===== src/rtl/walk_pkg.sv =====
package walk_pkg;
  typedef enum logic [1:0] {
    ST_IDLE  = 2'd0,
    ST_DIR   = 2'd1,
    ST_LEAF  = 2'd2
  } walk_st_t;
endpackage


===== src/rtl/walk_field_split.sv =====
module walk_field_split #(
  parameter int VA_W   = 32,
  parameter int OFF_W  = 12,
  parameter int DIR_W  = 10,
  parameter int LEAF_W = 10
) (
  input  logic [VA_W-1:0]   vaddr,
  output logic [DIR_W-1:0]  dir_idx,
  output logic [LEAF_W-1:0] leaf_idx,
  output logic [OFF_W-1:0]  offset
);
  assign offset   = vaddr[OFF_W-1:0];
  assign leaf_idx = vaddr[OFF_W+LEAF_W-1:OFF_W];
  assign dir_idx  = vaddr[OFF_W+LEAF_W+DIR_W-1:OFF_W+LEAF_W];
endmodule


===== src/rtl/walk_entry_addr.sv =====
module walk_entry_addr #(
  parameter int PA_W  = 32,
  parameter int IDX_W = 10
) (
  input  logic [PA_W-1:0]  table_base,
  input  logic [IDX_W-1:0] idx,
  output logic [PA_W-1:0]  entry_addr
);
  localparam int PAD_W = PA_W - IDX_W - 2;
  assign entry_addr = table_base + {{PAD_W{1'b0}}, idx, 2'b00};
endmodule


===== src/rtl/walk_root_reg.sv =====
module walk_root_reg #(
  parameter int PA_W = 32
) (
  input  logic            clk,
  input  logic            rst,
  input  logic            wr_en,
  input  logic            idle,
  input  logic [PA_W-1:0] wdata,
  output logic [PA_W-1:0] root_q
);
  always_ff @(posedge clk) begin
    if (rst) root_q <= '0;
    else if (wr_en && idle) root_q <= wdata;
  end


  root_hold_chk: assert property (@(posedge clk) disable iff (rst)
    !idle |=> $stable(root_q));
endmodule


===== src/rtl/walk_ctrl.sv =====
module walk_ctrl
  import walk_pkg::*;
#(
  parameter int VA_W    = 32,
  parameter int PA_W    = 32,
  parameter int OFF_W   = 12,
  parameter int FRAME_W = 20
) (
  input  logic               clk,
  input  logic               rst,
  input  logic               req_valid,
  input  logic [VA_W-1:0]    req_vaddr,
  input  logic [PA_W-1:0]    dir_addr,
  input  logic [PA_W-1:0]    leaf_addr,
  input  logic               rsp_valid,
  input  logic               rsp_ok,
  input  logic [FRAME_W-1:0] rsp_frame,
  output logic               busy,
  output logic               done,
  output logic               fault,
  output logic [PA_W-1:0]    paddr,
  output logic               rd_valid,
  output logic [PA_W-1:0]    rd_addr,
  output logic [VA_W-1:0]    vaddr_q
);
  walk_st_t st;

  always_ff @(posedge clk) begin
    if (rst) begin
      st       <= ST_IDLE;
      busy     <= 1'b0;
      done     <= 1'b0;
      fault    <= 1'b0;
      paddr    <= '0;
      rd_valid <= 1'b0;
      rd_addr  <= '0;
      vaddr_q  <= '0;
    end else begin
      done     <= 1'b0;
      fault    <= 1'b0;
      rd_valid <= 1'b0;
      unique case (st)
        ST_IDLE: begin
          if (req_valid) begin
            vaddr_q  <= req_vaddr;
            rd_valid <= 1'b1;
            rd_addr  <= dir_addr;
            busy     <= 1'b1;
            st       <= ST_DIR;
          end
        end
        ST_DIR: begin
          if (rsp_valid) begin
            if (rsp_ok) begin
              rd_valid <= 1'b1;
              rd_addr  <= leaf_addr;
              st       <= ST_LEAF;
            end else begin
              done  <= 1'b1;
              fault <= 1'b1;
              paddr <= '0;
              busy  <= 1'b0;
              st    <= ST_IDLE;
            end
          end
        end
        ST_LEAF: begin
          if (rsp_valid) begin
            done <= 1'b1;
            busy <= 1'b0;
            st   <= ST_IDLE;
            if (rsp_ok) begin
              paddr <= {rsp_frame, vaddr_q[OFF_W-1:0]};
            end else begin
              fault <= 1'b1;
              paddr <= '0;
            end
          end
        end
        default: st <= ST_IDLE;
      endcase
    end
  end


  done_pulse_chk: assert property (@(posedge clk) disable iff (rst)
    done |=> !done);

  done_idle_chk: assert property (@(posedge clk) disable iff (rst)
    done |-> !busy);

  fault_with_done_chk: assert property (@(posedge clk) disable iff (rst)
    fault |-> done);

  offset_keep_chk: assert property (@(posedge clk) disable iff (rst)
    (done && !fault) |-> (paddr[OFF_W-1:0] == vaddr_q[OFF_W-1:0]));

  read_only_busy_chk: assert property (@(posedge clk) disable iff (rst)
    rd_valid |-> busy);
endmodule


===== src/rtl/twolevel_walker.sv =====
module twolevel_walker #(
  parameter int VA_W   = 32,
  parameter int PA_W   = 32,
  parameter int PTE_W  = 32,
  parameter int OFF_W  = 12,
  parameter int DIR_W  = 10,
  parameter int LEAF_W = 10
) (
  input  logic            clk,
  input  logic            rst,
  input  logic            root_we,
  input  logic [PA_W-1:0] root_wdata,
  input  logic            req_valid,
  input  logic [VA_W-1:0] req_vaddr,
  output logic            busy,
  output logic            done,
  output logic            fault,
  output logic [PA_W-1:0] resp_paddr,
  output logic            mem_rd_valid,
  output logic [PA_W-1:0] mem_rd_addr,
  input  logic            mem_rsp_valid,
  input  logic [PTE_W-1:0] mem_rsp_data
);
  localparam int FRAME_W = PA_W - OFF_W;

  logic [PA_W-1:0]    root_q;
  logic [DIR_W-1:0]   req_dir_idx;
  logic [LEAF_W-1:0]  unused_req_leaf;
  logic [OFF_W-1:0]   unused_req_off;
  logic [DIR_W-1:0]   unused_q_dir;
  logic [LEAF_W-1:0]  q_leaf_idx;
  logic [OFF_W-1:0]   unused_q_off;
  logic [VA_W-1:0]    vaddr_q;
  logic [PA_W-1:0]    dir_addr;
  logic [PA_W-1:0]    leaf_addr;
  logic [FRAME_W-1:0] rsp_frame;
  logic [PTE_W-FRAME_W-2:0] unused_pte_bits;

  assign rsp_frame       = mem_rsp_data[PTE_W-1 -: FRAME_W];
  assign unused_pte_bits = mem_rsp_data[PTE_W-FRAME_W-1:1];

  walk_root_reg #(.PA_W(PA_W)) u_root (
    .clk(clk), .rst(rst), .wr_en(root_we), .idle(!busy),
    .wdata(root_wdata), .root_q(root_q)
  );

  walk_field_split #(.VA_W(VA_W), .OFF_W(OFF_W), .DIR_W(DIR_W), .LEAF_W(LEAF_W)) u_split_req (
    .vaddr(req_vaddr), .dir_idx(req_dir_idx),
    .leaf_idx(unused_req_leaf), .offset(unused_req_off)
  );

  walk_field_split #(.VA_W(VA_W), .OFF_W(OFF_W), .DIR_W(DIR_W), .LEAF_W(LEAF_W)) u_split_held (
    .vaddr(vaddr_q), .dir_idx(unused_q_dir),
    .leaf_idx(q_leaf_idx), .offset(unused_q_off)
  );

  walk_entry_addr #(.PA_W(PA_W), .IDX_W(DIR_W)) u_dir_addr (
    .table_base(root_q), .idx(req_dir_idx), .entry_addr(dir_addr)
  );

  walk_entry_addr #(.PA_W(PA_W), .IDX_W(LEAF_W)) u_leaf_addr (
    .table_base({rsp_frame, {OFF_W{1'b0}}}), .idx(q_leaf_idx), .entry_addr(leaf_addr)
  );

  walk_ctrl #(.VA_W(VA_W), .PA_W(PA_W), .OFF_W(OFF_W), .FRAME_W(FRAME_W)) u_ctrl (
    .clk(clk), .rst(rst), .req_valid(req_valid), .req_vaddr(req_vaddr),
    .dir_addr(dir_addr), .leaf_addr(leaf_addr),
    .rsp_valid(mem_rsp_valid), .rsp_ok(mem_rsp_data[0]), .rsp_frame(rsp_frame),
    .busy(busy), .done(done), .fault(fault), .paddr(resp_paddr),
    .rd_valid(mem_rd_valid), .rd_addr(mem_rd_addr), .vaddr_q(vaddr_q)
  );
endmodule


===== config.mk =====
export PLATFORM = sky130hd
export DESIGN_NAME = twolevel_walker
export DESIGN_NICKNAME = d
export VERILOG_FILES = /design/src/rtl/walk_pkg.sv /design/src/rtl/walk_field_split.sv /design/src/rtl/walk_entry_addr.sv /design/src/rtl/walk_root_reg.sv /design/src/rtl/walk_ctrl.sv /design/src/rtl/twolevel_walker.sv
export SDC_FILE = /design/constraint.sdc
export NUM_CORES = 1
export LEC_CHECK = 0
export ABC_AREA = 1
export BUFFER_PORTS_ARGS = -buffer_cell sky130_fd_sc_hd__buf_2
export CORE_ASPECT_RATIO = 0.6
export CORE_UTILIZATION = 50
export CTS_CLUSTER_DIAMETER = 200
export DETAILED_ROUTE_END_ITERATION = 8
export GPL_TIMING_DRIVEN = 0
export PLACE_DENSITY = 0.75
export SYNTH_ARGS = -nofsm -noshare
export SYNTH_HDL_FRONTEND = slang
export SYNTH_SLANG_ARGS = --single-unit
export TNS_END_PERCENT = 20

===== constraint.sdc =====
create_clock -name clk -period 2.3 [get_ports clk]
set_input_delay 0.115 -clock clk [delete_from_list [all_inputs] [get_ports clk]]
set_output_delay 0.115 -clock clk [all_outputs]
set_load 0.005 [all_outputs]

# == Yosys cells after proc, flatten, opt, wreduce, memory -nomap -nowiden ==
# Cells that the tools add are included.
# word_totals
inputBits,101
regBits,124
elab_cells,59
output_inout_bits,68
# op_classes
add_sub_neg,2
mux,27
n_reduce_logical,13
n_eq_ne,7
n_bitwise,1
# op_table
op,n
$mux W32,7
$pmux W32 S2,2
$add A32 B12 Y32,2
$mux W1,10
$ne A2 B2 Y1 const B,5
$mux W2,4
$reduce_and A4 Y1,2
$pmux W2 S3,1
$reduce_and A5 Y1,1
$pmux W1 S2,2
$reduce_bool A2 Y1,2
$reduce_or A2 Y1,2
$pmux W1 S3,1
$reduce_and A3 Y1,1
$reduce_bool A3 Y1,1
$eq A2 B1 Y1 const B,1
$eq A2 B2 Y1 const B,1
$logic_not A2 Y1,1
$reduce_and A2 Y1,1
$logic_and A1 B1 Y1,1
$logic_not A1 Y1,1
$not A1 Y1,1

# == Longest topological paths before layout ==
# depth
word_depth,4
mapped_depth,14
depth_no_buf,14

# == By module ==
# Synthesis repeated with hierarchy kept, for this count alone.
# unflattened
cells_unflattened,1501
hier_area_um2,9195.1
# by_module_without_submodules
module,area_each_um2,cells_each,instances,seq_area_each_um2
walk_ctrl,4668.2,683,1,2042.0
walk_entry_addr at u_leaf_addr,1358.8,274,1,0.0
walk_entry_addr at u_dir_addr,1357.6,275,1,0.0
walk_root_reg,1322.5,203,1,640.6
walk_field_split,240.2,32,2,0.0
twolevel_walker,7.5,2,1,0.0

# == Worst setup path before layout ==
# Ideal clock, no wire load.
# synth_path
kind,register to register
startpoint,register u_root.root_q[2]
endpoint,register u_ctrl.rd_addr[26]
path_slack_ns,0.574
setup_time_ns,0.119
period_less_slack_ns,1.726
n_path_buf,0
arrival_ns,1.607
stages_incl_launch_ff,14
required_ns,2.181
path_cell_list,dfxtp_1 ha_1 fa_1 nand2_1 nand2_1 and2_4 nand2_1 nand2_1 nand2_1 nand2_1 nand2_1 nand3_1 nand2_1 a21oi_1
# synth_via
elab_chain_len,3
# synth_rtl
element,line,text
start: declaration,walk_root_reg.sv:9,output logic [PA_W-1:0] root_q
start signal: assignment,walk_root_reg.sv:13,else if (wr_en && idle) root_q <= wdata;
$add A32 B12 Y32,walk_entry_addr.sv:10,"assign entry_addr = table_base + {{PAD_W{1'b0}}, idx, 2'b00};"
$mux W32,walk_ctrl.sv:44,if (req_valid) begin
$pmux W32 S2,walk_ctrl.sv:42,unique case (st)
end signal: assignment,walk_ctrl.sv:47,rd_addr <= dir_addr;
end signal: assignment,walk_ctrl.sv:56,rd_addr <= leaf_addr;
end: declaration,walk_ctrl.sv:23,"output logic [PA_W-1:0] rd_addr,"
# Every way passes these cells. The select of a mux whose other input is x is not followed.
# A chain may end at the register's enable or synchronous reset.

# == Final worst setup path ==
# layout_path
startpoint,register u_root.root_q[2]
endpoint,register u_ctrl.rd_addr[28]
# Same word-level chain as after synthesis.

==> flow_metrics.tcl <==
set metrics [dict create \
    fp-row-count 30 \
    rr_startpoint "u_root.root_q[2]" \
    n_antenna_cell 0 \
    grt.total_usage_pct 32.9 \
    timing.final.crit_period_ns 2.11 \
    gr-total-overflow 0 \
    setup-tns-final_ns 0 \
    drtIter0Drc 637 \
    synth-main-ff-cell "dfxtp_1" \
    die_h_um 86.9 \
    core_sq_um 11500 \
    syn_to_final_growth_pct 37.9 \
    via_per_inst 5.29 \
    fin_crit_sh_pct 91.9 \
    wl_per_cell_um 15.4 \
    dr.pass1.iters 6 \
    die_x_um 144 \
    layout_common_cells "nand2_1 (198), buf_2 (162), nor2_1 (143)" \
    final_antenna_net_count 0 \
    fmax_ghz 0.473 \
    hold_start "root_wdata[1]" \
    cts-root-buf "clkbuf_16" \
    power.total_mw 7.38 \
    grt_max_degree 17 \
    slew_viol_final 0 \
    syn_avg_cell_area_sq_um 6.74 \
    power_density_nw_per_um2 890 \
    initial_core_util_pct 52.3 \
    routed_wl_um 20100 \
    holdWs_ns 0.00995 \
    ir_drop_v 0.000579 \
    grt_pass1_vias 6141 \
    h-tree-depth 4 \
    layout.cells.most_common "nand2_1" \
    p_comb_share_pct 24.1 \
    io_buffer_count 157 \
    async_flop_share_pct 0 \
    yosys_warnings 0 \
    setup_ws_ns 0.187 \
    nets 1247 \
    cp_max_fo 4 \
    synthCells 891 \
    cts-resized-gates 0 \
    p_leak_nw 3.91 \
    whs_path_depth 3 \
    clock_latency_ns 0.42 \
    finalSetupViolCount 0 \
    cts.sink_count 124 \
    final_cell_area_sq_um 8290 \
    cp.required_ns 2.60 \
    switching_share_pct 31.8 \
    place.gp.congestion 1.00 \
    drive_gt1_share_pct 19.1 \
    synth.cell_area_sq_um 6010 \
    dpl.hpwl_um 14300 \
    cts_tree "done" \
    post-cts-setup-buffer-count 0 \
    final_cells 1303 \
    fin_skew_ns 0.00859 \
    final_hold_viol_count 0 \
    pwr-share-seq_pct 35.2 \
    synth_nets 1007 \
    end_kind "flop" \
    cts-buffers-inserted 17 \
    p_sw_mw 2.35 \
    critPathLaunchType "flop" \
    antenna_found_initial 0 \
    grt_pass1_wl_um 31000 \
    place_ws_ns 0.248 \
    cap_viol_max_count 0 \
    dpl-instance-area_sq_um 7000 \
    vias 6893 \
    grt_setup_unrepaired "false" \
    clkTransAtPathRegs_ns 0.06 \
    cts-hold-fix-buffers 64 \
    route.detailed.drc 0 \
    yosysSeqAreaShare_pct 41.3 \
    outcome "completed" \
    arrival_ns 2.41 \
    holdCritPathClass "input port to flop" \
    synth-seq-cells 124 \
    worst_slew_pin_slew_ns 0.618 \
    synthDistinctLibCells 35 \
    path_class "flop to flop" \
    final_util_pct 72.2 \
    dieArea_sq_um 12500 \
    ios 169 \
    pwr-share-clk_pct 40.8 \
    slew_headroom_pct 58.8 \
    power.internal_mw 5.03 \
    timing.rr.end "u_ctrl.rd_addr[28]" \
    r2r_setup_slack_ns 0.19 \
    synth_edf_count 0 \
    cts_max_path_buffers 2 \
    min_to "u_root.root_q[1]" \
    dp_cells 1208 \
    ff2ff_path_depth 12 \
]
cell usage after synthesis (8+ instances only):
master	n	share of area (%)
a21oi_1	95	7.9
buf_4	9	1.1
clkbuf_1	29	1.8
dfxtp_1	124	41
ha_1	14	2.9
inv_1	69	4.3
nand2_1	198	12
nand3_1	87	7.2
nor2_1	143	8.9
o21ai_0	71	5.9
xor2_1	8	1.2
critical path, cell delays in order, from the launching register on:
cell and delay (ns):
dfxtp_1 0.32, ha_1 0.23, fa_1 0.41, nand2_1 0.08, nand2_1 0.07, nand3b_1 0.09, nand2_1 0.16, nand2_1 0.10
nand2_1 0.15, nand3_1 0.13, nand3_1 0.11, nand2_1 0.09, a21oi_1 0.05
worst max-delay path by stage:
| stage | from | to |
|---|---|---|
| detailed placement | u_root.root_q[2] | u_ctrl.rd_addr[28] |
| CTS | u_root.root_q[2] | u_ctrl.rd_addr[28] |
| global route | u_root.root_q[2] | u_ctrl.rd_addr[28] |
| floorplan | u_root.root_q[2] | u_ctrl.rd_addr[26] |
| finish | u_root.root_q[2] | u_ctrl.rd_addr[28] |
| global placement | u_root.root_q[2] | u_ctrl.rd_addr[28] |
registers in the layout, indices dropped and copies added (netlist names):
| signal | count |
|---|---|
| u_ctrl.fault | 1 |
| u_ctrl.paddr | 32 |
| u_ctrl.rd_addr | 32 |
| u_root.root_q | 32 |
| u_ctrl.rd_valid | 1 |
| u_ctrl.st | 2 |
| u_ctrl.vaddr_q | 22 |
| u_ctrl.done | 1 |
| u_ctrl.busy | 1 |
routing by layer:
layer / vias up / global-route usage [%] / wire length (um)
li1: 3367 / - / -
met1: 3109 / 46.6 / 9210
met2: 382 / 48.9 / 8310
met3: 35 / 8.91 / 2230
met4: 0 / 9.77 / 335
met5: - / 0 / 0
power by group through the flow:
stage | clock network [mW] | logic [mW] | registers, mW
global route | 3.10 | 1.98 | 2.62
detailed placement | 0 | 1.64 | 2.62
finish | 3.01 | 1.78 | 2.59
floorplan | 0 | 1.07 | 2.59
global placement | 0 | 1.63 | 2.63
CTS | 3.00 | 1.74 | 2.58
layout make-up:
class                   count  area, sq um
flip-flops and latches    124         2480
plain buffers              45          209
multi-input cells         648         3040
well taps                 160          200
repair buffers            221         1430
clock inverters            13          214
clock buffers              18          439
fillers                   994         3200
inverters                  74          280
cell families (layout without fill, tap and decap cells):
kind of cell             after synthesis  after routing  share of synthesized area (%)
AO/OA/AOI/OAI                        174            174                           14.8
XOR/XNOR                               8              8                           1.17
adder cells (fa/ha/maj)               15             15                           3.25
buffers and inverters                119            371                           8.14
flip-flops                           124            124                           41.3
AND/OR/NAND/NOR                      451            451                           31.3
Power figures use the tool's default switching activity.
